[src/rtl/pwm_dac_pkg.sv]
package pwm_dac_pkg;
  localparam int          DUTY_W       = 8;
  localparam logic [7:0]  DUTY_RESET   = 8'h80;
  localparam logic [7:0]  FORCE_HI_MIN = 8'hFD;
  localparam logic [7:0]  LAST_LONG    = 8'd255;
  localparam logic [7:0]  LAST_SHORT   = 8'd252;

  typedef struct packed {
    logic short_per;  // bit 1: 253-step period
    logic fast;       // bit 0: double rate
  } mode_t;
endpackage

[src/rtl/pwm_tick_gen.sv]
module pwm_tick_gen #(
  parameter int TICK_DIV = 1
) (
  input  logic clk,
  input  logic rst_n,
  input  logic fast,
  output logic tick
);
  localparam int PW = $clog2(2 * TICK_DIV) + 1;

  logic [PW-1:0] pre_q, pre_d, div_last;

  always_comb begin
    div_last = fast ? PW'(TICK_DIV - 1) : PW'(2 * TICK_DIV - 1);
    tick     = (pre_q >= div_last);
    pre_d    = tick ? '0 : pre_q + 1'b1;
  end

  always_ff @(posedge clk or negedge rst_n) begin
    if (!rst_n) pre_q <= '0;
    else        pre_q <= pre_d;
  end

  // At the slow rate two ticks never fall on adjacent clocks
  assert_slow_gap_R3: assert property (@(posedge clk) disable iff (!rst_n)
    (!fast && tick) |=> (!tick || fast))
    else $error("slow rate ticked on consecutive clocks");
endmodule

[src/rtl/pwm_period_ctr.sv]
module pwm_period_ctr
  import pwm_dac_pkg::*;
(
  input  logic       clk,
  input  logic       rst_n,
  input  logic       tick,
  input  logic       short_act,
  output logic [7:0] cnt_q,
  output logic       wrap
);
  logic [7:0] last, cnt_d;

  always_comb begin
    last  = short_act ? LAST_SHORT : LAST_LONG;
    wrap  = tick && (cnt_q >= last);
    if (wrap)      cnt_d = '0;
    else if (tick) cnt_d = cnt_q + 8'd1;
    else           cnt_d = cnt_q;
  end

  always_ff @(posedge clk or negedge rst_n) begin
    if (!rst_n) cnt_q <= '0;
    else        cnt_q <= cnt_d;
  end

  // In the short period the count never passes the last short step
  assert_short_range_R4: assert property (@(posedge clk) disable iff (!rst_n)
    short_act |-> (cnt_q <= LAST_SHORT))
    else $error("counter beyond short period");
endmodule

[src/rtl/pwm_dac_chan.sv]
module pwm_dac_chan
  import pwm_dac_pkg::*;
(
  input  logic       clk,
  input  logic       rst_n,
  input  logic       wrap,
  input  logic       short_act,
  input  logic [7:0] cnt,
  input  logic [7:0] duty_stage,
  output logic       pwm_q
);
  logic [7:0] duty_act_q, duty_act_d;
  logic       pwm_d;

  always_comb begin
    duty_act_d = wrap ? duty_stage : duty_act_q;
    if (short_act && (duty_act_q >= FORCE_HI_MIN)) pwm_d = 1'b1;
    else                                           pwm_d = (cnt < duty_act_q);
  end

  always_ff @(posedge clk or negedge rst_n) begin
    if (!rst_n) begin
      duty_act_q <= DUTY_RESET;
      pwm_q      <= 1'b0;
    end else begin
      duty_act_q <= duty_act_d;
      pwm_q      <= pwm_d;
    end
  end

  assert_force_high_R5: assert property (@(posedge clk) disable iff (!rst_n)
    (short_act && duty_act_q >= FORCE_HI_MIN) |=> pwm_q)
    else $error("forced-high code produced a low output");

  assert_zero_low_R6: assert property (@(posedge clk) disable iff (!rst_n)
    (duty_act_q == 8'h00) |=> !pwm_q)
    else $error("zero code produced a high output");

  assert_duty_hold_R8: assert property (@(posedge clk) disable iff (!rst_n)
    !wrap |=> $stable(duty_act_q))
    else $error("active duty changed inside a period");
endmodule

[src/rtl/pwm_dac_bank.sv]
module pwm_dac_bank
  import pwm_dac_pkg::*;
#(
  parameter int N_CH     = 5,
  parameter int TICK_DIV = 1
) (
  input  logic                             clk,
  input  logic                             rst_n,
  input  logic                             reg_we,
  input  logic [$clog2(N_CH + 2)-1:0]      reg_addr,
  input  logic [7:0]                       reg_wdata,
  output logic [7:0]                       reg_rdata,
  input  logic [N_CH-1:0]                  port_in,
  output logic [N_CH-1:0]                  pin_out
);
  localparam int AW        = $clog2(N_CH + 2);
  localparam int ADDR_MASK = N_CH;
  localparam int ADDR_MODE = N_CH + 1;

  // reset: asynchronous assert, synchronous release
  logic rst_meta_q, rst_sync_q;
  always_ff @(posedge clk or negedge rst_n) begin
    if (!rst_n) begin
      rst_meta_q <= 1'b0;
      rst_sync_q <= 1'b0;
    end else begin
      rst_meta_q <= 1'b1;
      rst_sync_q <= rst_meta_q;
    end
  end

  logic [7:0]      duty_q [N_CH];
  logic [7:0]      duty_d [N_CH];
  logic [N_CH-1:0] mask_q, mask_d;
  mode_t           mode_q, mode_d;
  logic            short_act_q, short_act_d;
  logic            tick, wrap;
  logic [7:0]      cnt;
  logic [N_CH-1:0] pwm;

  always_comb begin
    for (int c = 0; c < N_CH; c++) duty_d[c] = duty_q[c];
    mask_d = mask_q;
    mode_d = mode_q;
    if (reg_we) begin
      for (int c = 0; c < N_CH; c++)
        if (reg_addr == AW'(c)) duty_d[c] = reg_wdata;
      if (reg_addr == AW'(ADDR_MASK)) mask_d = reg_wdata[N_CH-1:0];
      if (reg_addr == AW'(ADDR_MODE)) mode_d = mode_t'(reg_wdata[1:0]);
    end
    short_act_d = wrap ? mode_q.short_per : short_act_q;
  end

  always_ff @(posedge clk or negedge rst_sync_q) begin
    if (!rst_sync_q) begin
      for (int c = 0; c < N_CH; c++) duty_q[c] <= DUTY_RESET;
      mask_q      <= '0;
      mode_q      <= '0;
      short_act_q <= 1'b0;
    end else begin
      for (int c = 0; c < N_CH; c++) duty_q[c] <= duty_d[c];
      mask_q      <= mask_d;
      mode_q      <= mode_d;
      short_act_q <= short_act_d;
    end
  end

  always_comb begin
    reg_rdata = '0;
    for (int c = 0; c < N_CH; c++)
      if (reg_addr == AW'(c)) reg_rdata = duty_q[c];
    if (reg_addr == AW'(ADDR_MASK)) reg_rdata[N_CH-1:0] = mask_q;
    if (reg_addr == AW'(ADDR_MODE)) reg_rdata[1:0] = mode_q;
  end

  pwm_tick_gen #(.TICK_DIV(TICK_DIV)) u_tick (
    .clk(clk), .rst_n(rst_sync_q), .fast(mode_q.fast), .tick(tick)
  );

  pwm_period_ctr u_ctr (
    .clk(clk), .rst_n(rst_sync_q), .tick(tick), .short_act(short_act_q),
    .cnt_q(cnt), .wrap(wrap)
  );

  for (genvar c = 0; c < N_CH; c++) begin : g_chan
    pwm_dac_chan u_chan (
      .clk(clk), .rst_n(rst_sync_q), .wrap(wrap), .short_act(short_act_q),
      .cnt(cnt), .duty_stage(duty_q[c]), .pwm_q(pwm[c])
    );
    assign pin_out[c] = mask_q[c] ? pwm[c] : port_in[c];
  end
endmodule

[config.mk]
export PLATFORM = sky130hd
export DESIGN_NAME = pwm_dac_bank
export DESIGN_NICKNAME = d
export VERILOG_FILES = /design/src/rtl/pwm_dac_pkg.sv /design/src/rtl/pwm_tick_gen.sv /design/src/rtl/pwm_period_ctr.sv /design/src/rtl/pwm_dac_chan.sv /design/src/rtl/pwm_dac_bank.sv
export SDC_FILE = /design/constraint.sdc
export NUM_CORES = 1
export LEC_CHECK = 0
export CORE_MARGIN = 8
export CORE_UTILIZATION = 54
export DETAILED_ROUTE_END_ITERATION = 16
export GPL_ROUTABILITY_DRIVEN = 0
export PLACE_DENSITY_LB_ADDON = 0.3
export SLEW_MARGIN = 20
export SYNTH_ARGS = -nofsm -noshare
export SYNTH_HDL_FRONTEND = slang
export SYNTH_HIERARCHICAL = 1
export SYNTH_SLANG_ARGS = --single-unit
[constraint.sdc]
create_clock -name clk -period 2.8 [get_ports clk]
set_input_delay 0.56 -clock clk [delete_from_list [all_inputs] [get_ports clk]]
set_output_delay 0.56 -clock clk [all_outputs]
set_load 0.05 [all_outputs]
==> flow_summary.ini, run 1 <==
[yosys]
synth.largest_area_cell = sky130_fd_sc_hd__dfrtp_1
synth_top_cells_by_area = sky130_fd_sc_hd__dfrtp_1 (43%), sky130_fd_sc_hd__mux2_2 (12%), sky130_fd_sc_hd__ha_1 (8.8%)
synth_most_common_cell = sky130_fd_sc_hd__dfrtp_1
post_synth_instance_area_sq_mm = 0.005553
avgSynthCellArea_sq_um = 11.26
synth_top_area_frac = 0.4281
seq_area_frac_synth = 0.4754
share_of_flip_flops_with_an_asynchronous_set_or_reset_after_synthesis = 1.000
synth-edff-count = 0
synth_top_cells_by_count = sky130_fd_sc_hd__dfrtp_1 (95), sky130_fd_sc_hd__mux2_2 (59), sky130_fd_sc_hd__inv_1 (45)
ys.flop_type = sky130_fd_sc_hd__dfrtp_1
synth.net_count = 551
yosysWarningCount = 6
syn-instance-count = 493
distinct_cell_type_count_after_synthesis = 51
flop_and_latch_count_out_of_synthesis = 105

[power_and_ir_drop]
switching_share = 0.3857
report.power.total_uw = 5787
vdd.ir_drop.worst_v = 0.0005245
seqPwrFrac = 0.435
clockPowerShare = 0.180
power_switching_uw = 2232
intPower_uw = 3555
comb_power_share = 0.385
power-per-cell-area_mw_per_mm2 = 899.6
p_leak_uw = 0.002917

[detailed_routing]
route.vias.total = 4016
dr.pass1.iters = 5
post_drt_via_cell_ratio = 5.897
drcViolationCount = 0
route.antenna.remaining_nets = 0
post_drt_wl_per_cell_um = 19.64
drt_iter0_markers = 325
route.final.wire_length_um = 13380

[timing]
slew_violations = 0
unrepaired_setup_endpoints_after_global_routing = no
timing.final.crit_share = 0.9675
worst_pin_slew_ns = 0.5508
timing_hold_violations_final = 0
hold-worst-slack_ns = 0.1734
worst_clock_skew_ns = 0.009243
timing.slew.headroom = 0.6324
final_critical_path_setup_slack_ns = 0.09114
number_of_setup_violations_in_the_final_report = 0
maxClockFrequency_mhz = 369.2
final_critical_delay_including_setup_and_external_delays_ns = 2.709

[cts]
cts_buffers = 9
worst_setup_hold_path_clk_slew_ns = 0.11
post_cts.repair.setup_buffers = 0
max-clock-path-buffers = 2
ctsRootBufferMaster = sky130_fd_sc_hd__clkbuf_8
htree_levels = 3
cts_tree = done
clk-insertion-delay-late_ns = 0.39
numClockSinks = 105

[layout]
post_route_insts_no_fill = 681
n_antenna_cell = 0
drive_gt1_frac = 0.2679
synthToLayoutAreaGrowth_pct = 15.84
nNetsFinal = 598

[setup_path]
critical_path.max_fanout = 23
path_type_of_the_worst_setup_path = in -> out
worst_path_required_time_ns = 2.24
critical_path.endpoint_type = primary output
setup.worst_path.start_class = input port
worst-endpoint-arrival_ns = 2.15

[die]
die_area_sq_mm = 0.01378
initial_core_util = 0.5477
design.portCount = 32
placementRows = 37
die_h_um = 117.4
die_width_um = 117.4
core_region_area_sq_mm = 0.01014

[grt]
grt_pass1_wl_um = 21950
overflow = 0
grt_start_max_net_pins = 92
gr-usage-all-layers = 0.2006
antenna_found_initial = 0
first_global_vias = 4151

[placed_design]
dp_hpwl_um = 9933
placement.io_buffers = 31
post-place-cells = 665
place_ws_ns = -0.004360

[min_path]
hold_path.class = reg -> async

[run]
max-cap-violations = 0

[run_status]
outcome = completed
[sequential cells by signal (all words and copies together) (netlist names)]
register	cells
rst_meta_q	1
u_tick/pre_q	2
mode_q	2
duty_q	40
g_chan.u_chan/pwm_q	5
g_chan.u_chan/duty_act_q	40
u_ctr/cnt_q	8
mask_q	5
short_act_q	1
rst_sync_q	1
[path summary, 6_finish.rpt]
kind	from	to	slack, ns	cells after the start
min in group clk	rst_meta_q	rst_sync_q	0.36	0
worst min-delay path	rst_sync_q	u_tick/pre_q[1]	0.17	0
worst min register to register	rst_sync_q	u_tick/pre_q[1]	0.17	0
worst max-delay path	reg_addr[0]	reg_rdata[5]	0.09	6
max in group asynchronous	rst_sync_q	duty_q[39]	1.88	1
worst max register to register	mode_q[0]	g_chan[1].u_chan/duty_act_q[1]	0.26	9
[layout by cell type (no fill, tap or decap), types with 4 or more instances in the layout]
| cell type | count |
|---|---|
| sky130_fd_sc_hd__dfrtp_1 | 94 |
| sky130_fd_sc_hd__mux2_2 | 59 |
| sky130_fd_sc_hd__inv_1 | 45 |
| sky130_fd_sc_hd__nand2_1 | 43 |
| sky130_fd_sc_hd__o21ai_0 | 42 |
| sky130_fd_sc_hd__ha_1 | 39 |
| sky130_fd_sc_hd__buf_4 | 23 |
| sky130_fd_sc_hd__nor2_1 | 20 |
| sky130_fd_sc_hd__clkdlybuf4s50_1 | 18 |
| sky130_fd_sc_hd__nand4_1 | 17 |
| sky130_fd_sc_hd__mux2i_1 | 15 |
| sky130_fd_sc_hd__a21oi_1 | 11 |
| sky130_fd_sc_hd__dfstp_2 | 10 |
| sky130_fd_sc_hd__clkbuf_8 | 9 |
| sky130_fd_sc_hd__buf_12 | 9 |
| sky130_fd_sc_hd__nor3_1 | 7 |
| sky130_fd_sc_hd__nand2b_1 | 7 |
| sky130_fd_sc_hd__a2111oi_2 | 6 |
| sky130_fd_sc_hd__a211oi_1 | 5 |
| sky130_fd_sc_hd__or2_1 | 5 |
| sky130_fd_sc_hd__o31ai_2 | 5 |
| sky130_fd_sc_hd__o21a_1 | 4 |
| sky130_fd_sc_hd__clkinv_8 | 4 |
| sky130_fd_sc_hd__nand3_1 | 4 |
[logic make-up after synthesis]
| family | after synthesis | share of synthesized area |
|---|---|---|
| buf+inv | 59 | 0.04642 |
| flops | 105 | 0.4754 |
| simple gates | 124 | 0.1235 |
| mux | 76 | 0.1548 |
| xor+xnor | 2 | 0.003155 |
| fa+ha+maj | 39 | 0.08788 |
| other cells | 1 | 0.0006753 |
| compound gates | 87 | 0.1082 |
[critical path, stage by stage]
cell,delay [ns]
sky130_fd_sc_hd__clkdlybuf4s50_1,0.53
sky130_fd_sc_hd__buf_12,0.20
sky130_fd_sc_hd__mux4_2,0.51
sky130_fd_sc_hd__inv_1,0.07
sky130_fd_sc_hd__o32ai_1,0.07
sky130_fd_sc_hd__buf_4,0.20
[area by class of cell]
cell class | instances | area [sq um]
flip-flops and latches | 105 | 2644
multi-input cells | 329 | 2680
fillers | 777 | 3706
well taps | 136 | 170.2
clock inverters | 7 | 112.6
inverters | 45 | 168.9
clock buffers | 9 | 123.9
repair buffers | 50 | 533.0
[routing by layer]
metal | routed length [um] | vias up | track usage
met5 | 0 | - | 0
met4 | 232 | 0 | 0.06326
met3 | 656 | 17 | 0.04221
met2 | 6378 | 98 | 0.3212
met1 | 6109 | 2040 | 0.2659
li1 | - | 1861 | -
[through the flow]
stage | utilization | instance area, sq um | TNS (ns)
after floorplan | - | 5562 | -0.3870
after global placement | 0.6099 | 6183 | 0
after detailed placement | 0.6099 | 6183 | -0.004360
after CTS | 0.6333 | 6421 | 0
after global routing | 0.6345 | 6432 | 0
final | 0.6345 | 6432 | 0
[power by group through the flow]
stage                     Combinational (uW)  Clock [uW]  Sequential (uW)
after global routing                    2510        1120             2580
after detailed placement                2210           0             2550
final                                   2230        1040             2520
after floorplan                         1620           0             2370
after global placement                  2090           0             2520
after CTS                               2220        1060             2520
[timing repair]
action | in CTS | in global routing
endpoints found under the setup margin | 1 | 2
hold buffers | 0 | 0
resized for setup | 1 | 2
No activity file was read; power rests on OpenSTA's default activity.
==> run 2: changes to the inputs <==
CAP_MARGIN = 10   (was unset)
==> results of run 2 <==
Final layout, timing and power as in run 1 (identical DEF).
==> run 3: changes to the inputs <==
ABC_AREA = 1   (was unset)
CTS_CLUSTER_SIZE = 20   (was unset)
==> flow_summary.ini, run 3 <==
[yosys]
post_synth_instance_area_sq_mm = 0.005563
synth-edff-count = 0
seq_area_frac_synth = 0.4746
flop_and_latch_count_out_of_synthesis = 105
share_of_flip_flops_with_an_asynchronous_set_or_reset_after_synthesis = 1.000
post_synth_fa_ha_maj_area_fraction = 0.08772
syn-instance-count = 652
post_synth_mux_area_share = 0.02227
distinct_cell_type_count_after_synthesis = 31
synth.largest_area_cell = sky130_fd_sc_hd__dfrtp_1
yosysWarningCount = 6
ys.flop_type = sky130_fd_sc_hd__dfrtp_1
synth_most_common_cell = sky130_fd_sc_hd__nand2_1
synth_top_family_by_area = simple AND/OR/NAND/NOR gates
synthXorXnorAreaFrac = 0.001574
synth_top_area_frac = 0.4274
avgSynthCellArea_sq_um = 8.532
compound_cell_area_share_of_the_yosys_netlist = 0.1089
synth.net_count = 710
synth_top_cells_by_count = sky130_fd_sc_hd__nand2_1 (202), sky130_fd_sc_hd__dfrtp_1 (95), sky130_fd_sc_hd__inv_1 (81)
synth_top_cells_by_area = sky130_fd_sc_hd__dfrtp_1 (43%), sky130_fd_sc_hd__nand2_1 (14%), sky130_fd_sc_hd__ha_1 (8.8%)
synth-simple-area-share = 0.2242

[timing]
timing_hold_violations_final = 0
final_critical_delay_including_setup_and_external_delays_ns = 2.664
maxClockFrequency_mhz = 375.4
final.setup.tns_ns = 0
timing.slew.headroom = 0.4627
unrepaired_setup_endpoints_after_global_routing = no
worst_clock_skew_ns = 0.007501
number_of_setup_violations_in_the_final_report = 0
timing.final.crit_share = 0.9514
slew_violations = 0
worst_pin_slew_ns = 0.8059

[die]
die_width_um = 117.5
placementRows = 37
core_region_area_sq_mm = 0.01018
die_area_sq_mm = 0.01381
design.portCount = 32
die_h_um = 117.5
initial_core_util = 0.5462

[detailed_routing]
met3RoutedLength_um = 778
route.met2.wl_um = 6448
drt_iter0_markers = 306
wl_met1_um = 6027
drcViolationCount = 0
dr.pass1.iters = 5
post_drt_wl_per_cell_um = 16.32
route.antenna.remaining_nets = 0
post_drt_via_cell_ratio = 5.361
route.vias.total = 4460
topRoutingLayerUsed = met4
route.final.wire_length_um = 13580

[setup_path]
timing.critical_path.cells = clkdlybuf4s50_1, inv_4, nand4_1, nand3_1, nor2_1, nand4_1, buf_12
r2r-end = g_chan[3].u_chan/duty_act_q[6]
critical_path.startpoint = reg_addr[2]
critical-path-slowest-cell = sky130_fd_sc_hd__clkdlybuf4s50_1
critical_path.max_stage_delay_ns = 0.68
timing.rr.start = short_act_q
r2r.worst_path.cells = 9
critical_path.most_common_cell = sky130_fd_sc_hd__nand4_1
worst_path_required_time_ns = 2.24
path_type_of_the_worst_setup_path = in -> out
worst-endpoint-arrival_ns = 2.10
endpoint = reg_rdata[0]
path_depth = 7
regToRegSetupSlack_ns = 0.44
setup.worst_path.start_class = input port
critical_path.n_buffers_inverters = 3
worst_path_dominant_cell_family = buffers and inverters
critical_path.max_fanout = 9
critical_path.endpoint_type = primary output

[run]
max-cap-violations = 0

[grt]
gr-usage-all-layers = 0.2048
overflow = 0
first_global_vias = 4497
grt_pass1_wl_um = 22510
grt_start_max_net_pins = 62
antenna_found_initial = 0

[layout]
n_antenna_cell = 0
final_cell_mix = sky130_fd_sc_hd__nand2_1 (202), sky130_fd_sc_hd__dfrtp_1 (94), sky130_fd_sc_hd__inv_1 (81)
filler_cell_count = 906
layout.cells.most_common = sky130_fd_sc_hd__nand2_1
drive_gt1_frac = 0.1207
reg.largest.list = duty_q (40), g_chan.u_chan/duty_act_q (40), u_ctr/cnt_q (8)
finish.instance_area_sq_mm = 0.006250
nNetsFinal = 749
synthToLayoutAreaGrowth_pct = 12.35

[cts]
clk-insertion-delay-late_ns = 0.38
post_cts.repair.setup_buffers = 0
htree_levels = 3
cts_hold_buf = 0
ctsRootBufferMaster = sky130_fd_sc_hd__clkbuf_8
numClockSinks = 105
max-clock-path-buffers = 2
cts_buffers = 9
cts_tree = done
worst_setup_hold_path_clk_slew_ns = 0.09
post_cts.resized_instances = 0

[power_and_ir_drop]
power-per-cell-area_mw_per_mm2 = 845.6
vdd.ir_drop.worst_v = 0.0005011
report.power.total_uw = 5285
p_leak_uw = 0.003236

[run_status]
outcome = completed

[placed_design]
placement.io_buffers = 31
dp_hpwl_um = 10280
placement.cell_area_sq_mm = 0.006076

[min_path]
hold_path.class = in -> async
## run 3: cell types whose count changed after synthesis, sizes merged, moves of 15 or more
cell / change
mux2: -48
inv: +40
nor2: +20
nand2: +166
mux2i: -15
o21ai: +41
## run 3: worst min-delay path by stage
stage / from / to / cells past startpoint
after floorplan: rst_n / rst_meta_q / 0
after global placement: rst_meta_q / rst_sync_q / 0
after detailed placement: rst_meta_q / rst_sync_q / 0
after CTS: rst_n / rst_sync_q / 1
after global routing: rst_n / rst_sync_q / 1
final: rst_n / rst_sync_q / 1
## run 3: worst register-to-register path, cell delays in order (launching register included)
cell                       delay (ns)
sky130_fd_sc_hd__dfrtp_1         0.62
sky130_fd_sc_hd__inv_1           0.09
sky130_fd_sc_hd__ha_1            0.30
sky130_fd_sc_hd__o21ai_0         0.16
sky130_fd_sc_hd__nand2_1         0.11
sky130_fd_sc_hd__nand2_4         0.12
sky130_fd_sc_hd__clkinv_2        0.33
sky130_fd_sc_hd__buf_4           0.37
sky130_fd_sc_hd__nand2_1         0.10
sky130_fd_sc_hd__o21ai_1         0.06
## run 3: cell families after synthesis
logic type,count (synthesis)
AOI/OAI and AO/OA,109
muxes,11
other,1
and+or+nand+nor,288
adders and majority gates,39
buffers and inverters,98
DFF,105
xor gates and xnor gates,1
## run 3: metal layers
metal  global-route usage  vias to the layer above
li1                     -                     2179
met3              0.05803                       19
met5                    0                        -
met2               0.3337                      126
met4              0.06485                        0
met1               0.2578                     2136
## run 3: final cells by class
cell class	count	area [sq um]	share of cell area
clock buffer	12	145.1	0.02322
clock inverter	4	28.78	0.004605
inverter	86	326.6	0.05225
multi-input combinational	449	2477	0.3964
sequential	105	2644	0.4230
tap	136	170.2	0.02723
timing repair buffer	40	457.9	0.07327
## run 3: power breakdown
part	total [uW]	switching [uW]	leakage [uW]	internal, uW
Combinational	1950	1150	0.00198	798
Sequential	2470	528	0.00117	1950
Clock	864	515	0.0000826	349
## run 3: through the flow
stage          instances  hold slack (ns)  setup slack (ns)    util
4_1_cts              832           0.3242            0.1525  0.6136
3_3_place_gp         816           0.3387            0.1906  0.5966
2_1_floorplan        652           0.2644            0.6420       -
5_1_grt              832           0.3144           0.01162  0.6136
6_report             832           0.3365            0.1360  0.6136
3_5_place_dp         816           0.3435            0.1552  0.5966
